`src/rtl/txser_pkg.sv`:
```
package txser_pkg;
  localparam logic [7:0] PREAMBLE_BYTE = 8'hAA;

  // Reference clocks per transmitted bit.
  function automatic int unsigned bit_period(input int unsigned prescale,
                                             input int unsigned rate);
    return prescale * (rate + 1);
  endfunction
endpackage

```
`src/rtl/txser_rate_div.sv`:
```
module txser_rate_div #(
  parameter int PRESCALE = 29,
  parameter int RATE_W   = 8
) (
  input  logic              clk,
  input  logic              rst_n,
  input  logic              run,
  input  logic [RATE_W-1:0] rate,
  output logic              tick
);
  localparam int PW = $clog2(PRESCALE);

  logic [PW-1:0]     pre_q;
  logic [RATE_W-1:0] rc_q;
  logic              pre_last;
  logic              rate_last;

  assign pre_last  = (pre_q == PW'(PRESCALE - 1));
  assign rate_last = (rc_q >= rate);
  assign tick      = run && pre_last && rate_last;

  always_ff @(posedge clk) begin
    if (!rst_n || !run) begin
      pre_q <= '0;
      rc_q  <= '0;
    end else if (pre_last) begin
      pre_q <= '0;
      rc_q  <= rate_last ? '0 : rc_q + RATE_W'(1);
    end else begin
      pre_q <= pre_q + PW'(1);
    end
  end
endmodule

```
`src/rtl/txser_shifter.sv`:
```
module txser_shifter #(
  parameter int          BYTE_W = 8,
  parameter logic [BYTE_W-1:0] IDLE = txser_pkg::PREAMBLE_BYTE
) (
  input  logic              clk,
  input  logic              rst_n,
  input  logic              run,
  input  logic              tick,
  input  logic              load,
  input  logic [BYTE_W-1:0] din,
  output logic              top_bit,
  output logic              req,
  output logic              ovr,
  output logic              byte_done
);
  localparam int CW = $clog2(BYTE_W);

  logic [BYTE_W-1:0] hi_q;
  logic [BYTE_W-1:0] lo_q;
  logic [CW-1:0]     bit_q;
  logic              req_q;
  logic              ovr_q;
  logic              accept;
  logic              reject;

  assign accept    = run && load && req_q;
  assign reject    = load && !accept;
  assign byte_done = tick && (bit_q == CW'(BYTE_W - 1));
  assign top_bit   = hi_q[BYTE_W-1];
  assign req       = req_q;
  assign ovr       = ovr_q;

  always_ff @(posedge clk) begin
    if (!rst_n) begin
      hi_q  <= IDLE;
      lo_q  <= IDLE;
      bit_q <= '0;
      req_q <= 1'b0;
      ovr_q <= 1'b0;
    end else begin
      if (reject) ovr_q <= 1'b1;
      if (!run) begin
        hi_q  <= IDLE;
        lo_q  <= IDLE;
        bit_q <= '0;
        req_q <= 1'b0;
      end else if (byte_done) begin
        hi_q  <= accept ? din : lo_q;
        lo_q  <= IDLE;
        bit_q <= '0;
        req_q <= 1'b1;
      end else begin
        if (tick) begin
          hi_q  <= {hi_q[BYTE_W-2:0], 1'b0};
          bit_q <= bit_q + CW'(1);
        end
        if (accept) begin
          lo_q  <= din;
          req_q <= 1'b0;
        end
      end
    end
  end
endmodule

```
`src/rtl/tx_byte_serializer.sv`:
```
module tx_byte_serializer #(
  parameter int PRESCALE = 29,
  parameter int RATE_W   = 8,
  parameter int BYTE_W   = 8
) (
  input  logic              clk,
  input  logic              rst_n,
  input  logic              tx_en,
  input  logic              load_stb,
  input  logic [BYTE_W-1:0] load_byte,
  input  logic [RATE_W-1:0] rate_sel,
  input  logic              invert,
  output logic              ser_bit,
  output logic              byte_req,
  output logic              bit_stb,
  output logic              overrun
);
  logic byte_done;
  logic top_bit;

  txser_rate_div #(.PRESCALE(PRESCALE), .RATE_W(RATE_W)) u_div (
    .clk  (clk),
    .rst_n(rst_n),
    .run  (tx_en),
    .rate (rate_sel),
    .tick (bit_stb)
  );

  txser_shifter #(.BYTE_W(BYTE_W)) u_shf (
    .clk      (clk),
    .rst_n    (rst_n),
    .run      (tx_en),
    .tick     (bit_stb),
    .load     (load_stb),
    .din      (load_byte),
    .top_bit  (top_bit),
    .req      (byte_req),
    .ovr      (overrun),
    .byte_done(byte_done)
  );

  assign ser_bit = top_bit ^ invert;
endmodule

```
`config.mk`:
```
export PLATFORM = sky130hd
export DESIGN_NAME = tx_byte_serializer
export DESIGN_NICKNAME = d
export VERILOG_FILES = /design/src/rtl/txser_pkg.sv /design/src/rtl/txser_rate_div.sv /design/src/rtl/txser_shifter.sv /design/src/rtl/tx_byte_serializer.sv
export SDC_FILE = /design/constraint.sdc
export NUM_CORES = 1
export LEC_CHECK = 0
export CAP_MARGIN = 20
export CELL_PAD_IN_SITES_DETAIL_PLACEMENT = 1
export CELL_PAD_IN_SITES_GLOBAL_PLACEMENT = 1
export CORE_MARGIN = 2
export CORE_UTILIZATION = 46
export DETAILED_ROUTE_END_ITERATION = 7
export DONT_BUFFER_PORTS = 1
export GPL_TIMING_DRIVEN = 0
export PLACE_DENSITY = 0.78
export SLEW_MARGIN = 20
export SYNTH_ARGS = -nofsm -noshare
export SYNTH_HDL_FRONTEND = slang
export SYNTH_SLANG_ARGS = --single-unit
```
`constraint.sdc`:
```
create_clock -name clk -period 2.35 [get_ports clk]
set_input_delay 0.3525 -clock clk [delete_from_list [all_inputs] [get_ports clk]]
set_output_delay 0.3525 -clock clk [all_outputs]
set_load 0.03 [all_outputs]
```
==> results_tabular.tex <==
\begin{tabular}{lr}
\hline
Metric & Value \\
\hline
\multicolumn{2}{l}{\textbf{STA}} \\
\quad Slew @ Worst Pin & 0.6305 ns \\
\quad Final sum of negative setup slack & 0 ns \\
\quad Setup repair after global routing missed its margin & true \\
\quad Shortest clock period the worst path allows after layout & 2.299 ns \\
\quad Number of setup violations in the final report & 0 \\
\quad Share of the clock period used by the worst path & 0.9784 \\
\quad Maximum clock rate & 434.9 MHz \\
\quad Number of max-slew violations in the final report & 0 \\
\quad Smallest setup slack after layout & 0.05074 ns \\
\quad Clk\_skew & 0.003573 ns \\
\quad Post-route worst hold slack & 0.2036 ns \\
\quad Slew margin rel. & 0.5782 \\
\quad Final hold viol count & 0 \\
\multicolumn{2}{l}{\textbf{Clock tree}} \\
\quad TritonCTS clock tree & built \\
\quad Hold buffers post-CTS & 0 \\
\quad Reg clk slew, reported paths & 0.07 ns \\
\quad Number of buffers on the longest clock path & 2 \\
\quad Total CTS buffers & 5 \\
\quad Num Clock Sinks & 34 \\
\quad Number of H-tree levels & 2 \\
\quad Latest clock arrival within the worst-skew pair & 0.28 ns \\
\quad Root Buffer & sky130\_fd\_sc\_hd\_\_clkbuf\_8 \\
\multicolumn{2}{l}{\textbf{Setup path}} \\
\quad Critical path launch point type & flop \\
\quad Worst reg2reg setup slack & 0.13 ns \\
\quad Worst flop-to-flop path endpoint & u\_div.rc\_q[1] \\
\quad Worst-path cell with the longest stage delay & sky130\_fd\_sc\_hd\_\_a2111oi\_4 \\
\quad Crit-path max cell delay & 0.38 ns \\
\quad Critical Path RT & 2.00 ns \\
\quad Number of cells on the worst reg-to-reg path & 9 \\
\quad CP max FO & 4 \\
\quad Buffers \& Inverters on Critical Path & 2 \\
\quad Arrival @ worst endpoint & 1.95 ns \\
\quad Capturing element type of the critical path & output pin \\
\quad Startpoint of the worst-slack reg-to-reg timing path & u\_div.rc\_q[0] \\
\quad Type of the worst setup path & reg -> out \\
\quad Largest delay contributor family on the critical path & compound AO/OA/AOI/OAI gates \\
\quad Cell breakdown of the critical path & inv\_1, ha\_1, nand2b\_4, a2111oi\_4, o31ai\_4, clkbuf\_8, and3\_4 \\
\multicolumn{2}{l}{\textbf{Detailed routing}} \\
\quad Final routed DRC violation total & 0 \\
\quad Total number of vias & 1497 \\
\quad Via-to-Cell Ratio & 5.871 \\
\quad Antenna Nets Post-Route & 0 \\
\quad Drt first pass iters & 4 \\
\quad Average detailed-routed wire length per instance & 16.85 um \\
\quad DRT iter0 DRCs & 56 \\
\quad Total wire length & 4296 um \\
\multicolumn{2}{l}{\textbf{Floorplanning}} \\
\quad Initial Utilization & 0.4729 \\
\quad IO Count & 25 \\
\quad Y dimension of the die & 64.89 um \\
\quad Floorplan core area & 3606 um2 \\
\quad FP Rows & 22 \\
\quad Die ar. & 4211 um2 \\
\quad Die Wd & 64.89 um \\
\multicolumn{2}{l}{\textbf{Worst hold path}} \\
\quad Destination of the worst hold path & u\_shf.ovr \\
\quad Cell depth of the worst min-delay path & 1 \\
\quad Path type of the worst min-delay path & in -> reg \\
\quad Source of the worst hold timing path & rst\_n \\
\multicolumn{2}{l}{\textbf{Cells and area}} \\
\quad Fraction of final layout cells with drive strength greater than 1 & 0.09662 \\
\quad Final core occ & 0.5302 \\
\quad Antenna diodes & 0 \\
\quad Post-route non-filler standard cell count & 255 \\
\quad Area growth from synthesis to layout & 12.11\% \\
\quad Filler cells & 435 \\
\quad Number of nets in the finished design & 240 \\
\multicolumn{2}{l}{\textbf{Pwr}} \\
\quad Maximum vdd ir drop & 0.3232 mV \\
\quad Switching pwr & 0.0002408 W \\
\quad Total power density per cell area & 562.5 nW/um2 \\
\quad Part of the total power dissipated in combinational logic & 0.046 \\
\quad Cell-internal power & 0.0008345 W \\
\quad Switching part of the total & 0.2239 \\
\quad Sequential power share & 0.543 \\
\quad Portion of total power attributed to the clock network & 0.411 \\
\quad Leakage power total & 0.7730 nW \\
\multicolumn{2}{l}{\textbf{GRT}} \\
\quad First-pass GRT wire length & 6975 um \\
\quad Residual overflow from global routing & 0 \\
\quad Global-route total usage across every layer & 0.2184 \\
\quad Via count of the first global-routing pass & 1503 \\
\quad Maximum number of pins on one net before global-route repair & 11 \\
\quad Initial antenna violation count & 0 \\
\multicolumn{2}{l}{\textbf{Synthesis}} \\
\quad Number of nets in the synthesized netlist & 230 \\
\quad Share of the yosys chip area belonging to registers & 0.3991 \\
\quad Count of flip-flops with a built-in enable after synthesis & 0 \\
\quad Flip-flop and latch count after synthesis & 34 \\
\quad Async S/R FF share, synth & 0 \\
\quad Cell variety after synth & 35 \\
\quad Post-Syn Instances & 196 \\
\quad Warnings from Yosys & 0 \\
\quad Mean post-synth cell area & 8.701 um2 \\
\quad Flip-flop cell with the highest count after synthesis & sky130\_fd\_sc\_hd\_\_dfxtp\_1 \\
\quad Post-synthesis instance area & 1705 um2 \\
\multicolumn{2}{l}{\textbf{Job}} \\
\quad Count of maximum capacitance violations & 0 \\
\multicolumn{2}{l}{\textbf{Placed design}} \\
\quad Placed wire-length estimate after detailed placement & 3153 um \\
\quad GPL Wtd Cong & 0.7508 \\
\quad Number of I/O port buffers & 0 \\
\quad Post-placement cell count & 244 \\
\quad Dpl ws & -0.2834 ns \\
\multicolumn{2}{l}{\textbf{Status}} \\
\quad Status & complete, no violations \\
\hline
\end{tabular}
## cell families after synthesis
kind of cell | Yosys count | share of synthesized area
AOI/OAI and AO/OA | 42 | 0.1687
xor gates and xnor gates | 7 | 0.03595
adders and majority gates | 13 | 0.09538
buffers and inverters | 22 | 0.04916
DFF | 34 | 0.3991
muxes | 8 | 0.04696
and+or+nand+nor | 70 | 0.2047
## how the worst max path moves through the flow
stage,slack [ns],depth (start not counted),startpoint,to
3_3_place_gp,-0.24,7,u_div.rc_q[0],bit_stb
6_report,0.05,7,u_div.rc_q[0],bit_stb
3_5_place_dp,-0.28,7,u_div.rc_q[0],bit_stb
4_1_cts,0.0006,6,u_div.pre_q[0],bit_stb
5_1_grt,-0.04,7,u_div.rc_q[0],bit_stb
2_1_floorplan,0.07,7,u_div.rc_q[0],bit_stb
## registers in the layout, indices dropped and copies added (netlist names)
| name | flops |
|---|---|
| u_div.pre_q | 5 |
| u_shf.lo_q | 8 |
| u_shf.ovr | 1 |
| u_shf.bit_q | 3 |
| u_div.rc_q | 8 |
| u_shf.req | 1 |
| u_shf.hi_q | 8 |
## cell type report
cell class                      instances  area, um2  share of cell area
Sequential cell                        34      681.9              0.3567
Clock buffer                            7      86.33             0.04516
Clock inverter                          1      5.005            0.002618
Timing Repair Buffer                    4      30.03             0.01571
Multi-Input combinational cell        140      954.7              0.4993
Inverter                               11      41.29             0.02160
Tap cell                               48      60.06             0.03141
Buffer                                 10      52.55             0.02749
## power by group through the flow
stage	sequential (W)	clock (W)	combinational [W]
after global routing	0.000584	0.000476	0.0000561
after detailed placement	0.000597	0	0.0000467
after global placement	0.000597	0	0.0000438
after floorplan	0.000596	0	0.0000367
final	0.000584	0.000442	0.0000495
after CTS	0.000584	0.000449	0.0000500
## metrics by stage
| stage | power (W) | area [um2] |
|---|---|---|
| 2_1_floorplan | 0.0006329 | 1705 |
| 3_3_place_gp | 0.0006404 | 1765 |
| 3_5_place_dp | 0.0006436 | 1765 |
| 4_1_cts | 0.001082 | 1906 |
| 5_1_grt | 0.001116 | 1912 |
| 6_report | 0.001075 | 1912 |
## cells in the final DEF (no fill, tap or decap), types with 2 or more instances in the layout
cell	netlist	routed
sky130_fd_sc_hd__o2111ai_1	4	4
sky130_fd_sc_hd__xor2_1	6	6
sky130_fd_sc_hd__inv_1	11	11
sky130_fd_sc_hd__nand2_1	18	18
sky130_fd_sc_hd__mux2i_1	8	8
sky130_fd_sc_hd__clkbuf_8	0	7
sky130_fd_sc_hd__nand3_1	16	16
sky130_fd_sc_hd__buf_4	0	4
sky130_fd_sc_hd__clkbuf_1	10	8
sky130_fd_sc_hd__a21oi_1	11	11
sky130_fd_sc_hd__o21ai_0	13	13
sky130_fd_sc_hd__dfxtp_1	34	33
sky130_fd_sc_hd__or4_1	2	2
sky130_fd_sc_hd__and3_1	3	2
sky130_fd_sc_hd__nor3_1	4	4
sky130_fd_sc_hd__o211ai_1	2	2
sky130_fd_sc_hd__nor2_1	15	15
sky130_fd_sc_hd__nand4b_1	2	2
sky130_fd_sc_hd__nand4_1	5	5
sky130_fd_sc_hd__o21a_1	2	2
sky130_fd_sc_hd__a31oi_1	2	2
sky130_fd_sc_hd__ha_1	13	13
## timing repair
action	in CTS	in global routing
gates resized for setup	8	1
pin swaps	2	1
setup endpoints to repair	1	10
buffers inserted	3	1
cloned	0	0
## cells in the mapped netlist, drive strengths merged, types with 3 or more instances
master / n / area share
a21oi: 11 / 0.032
and3: 3 / 0.011
clkbuf: 10 / 0.022
dfxtp: 34 / 0.40
ha: 13 / 0.095
inv: 11 / 0.024
mux2i: 8 / 0.047
nand2: 18 / 0.040
nand3: 16 / 0.047
nand4: 5 / 0.018
nor2: 15 / 0.033
nor3: 4 / 0.012
o2111ai: 4 / 0.021
o21ai: 13 / 0.038
xor2: 6 / 0.031
## metal layers
| layer | vias up | track usage | share of wire |
|---|---|---|---|
| met5 | - | 0 | 0 |
| li1 | 724 | - | - |
| met2 | 18 | 0.3802 | 0.53 |
| met3 | 6 | 0.04514 | 0.022 |
| met4 | 0 | 0.08511 | 0.012 |
| met1 | 749 | 0.2619 | 0.43 |
(Power assumes the default switching activity.)
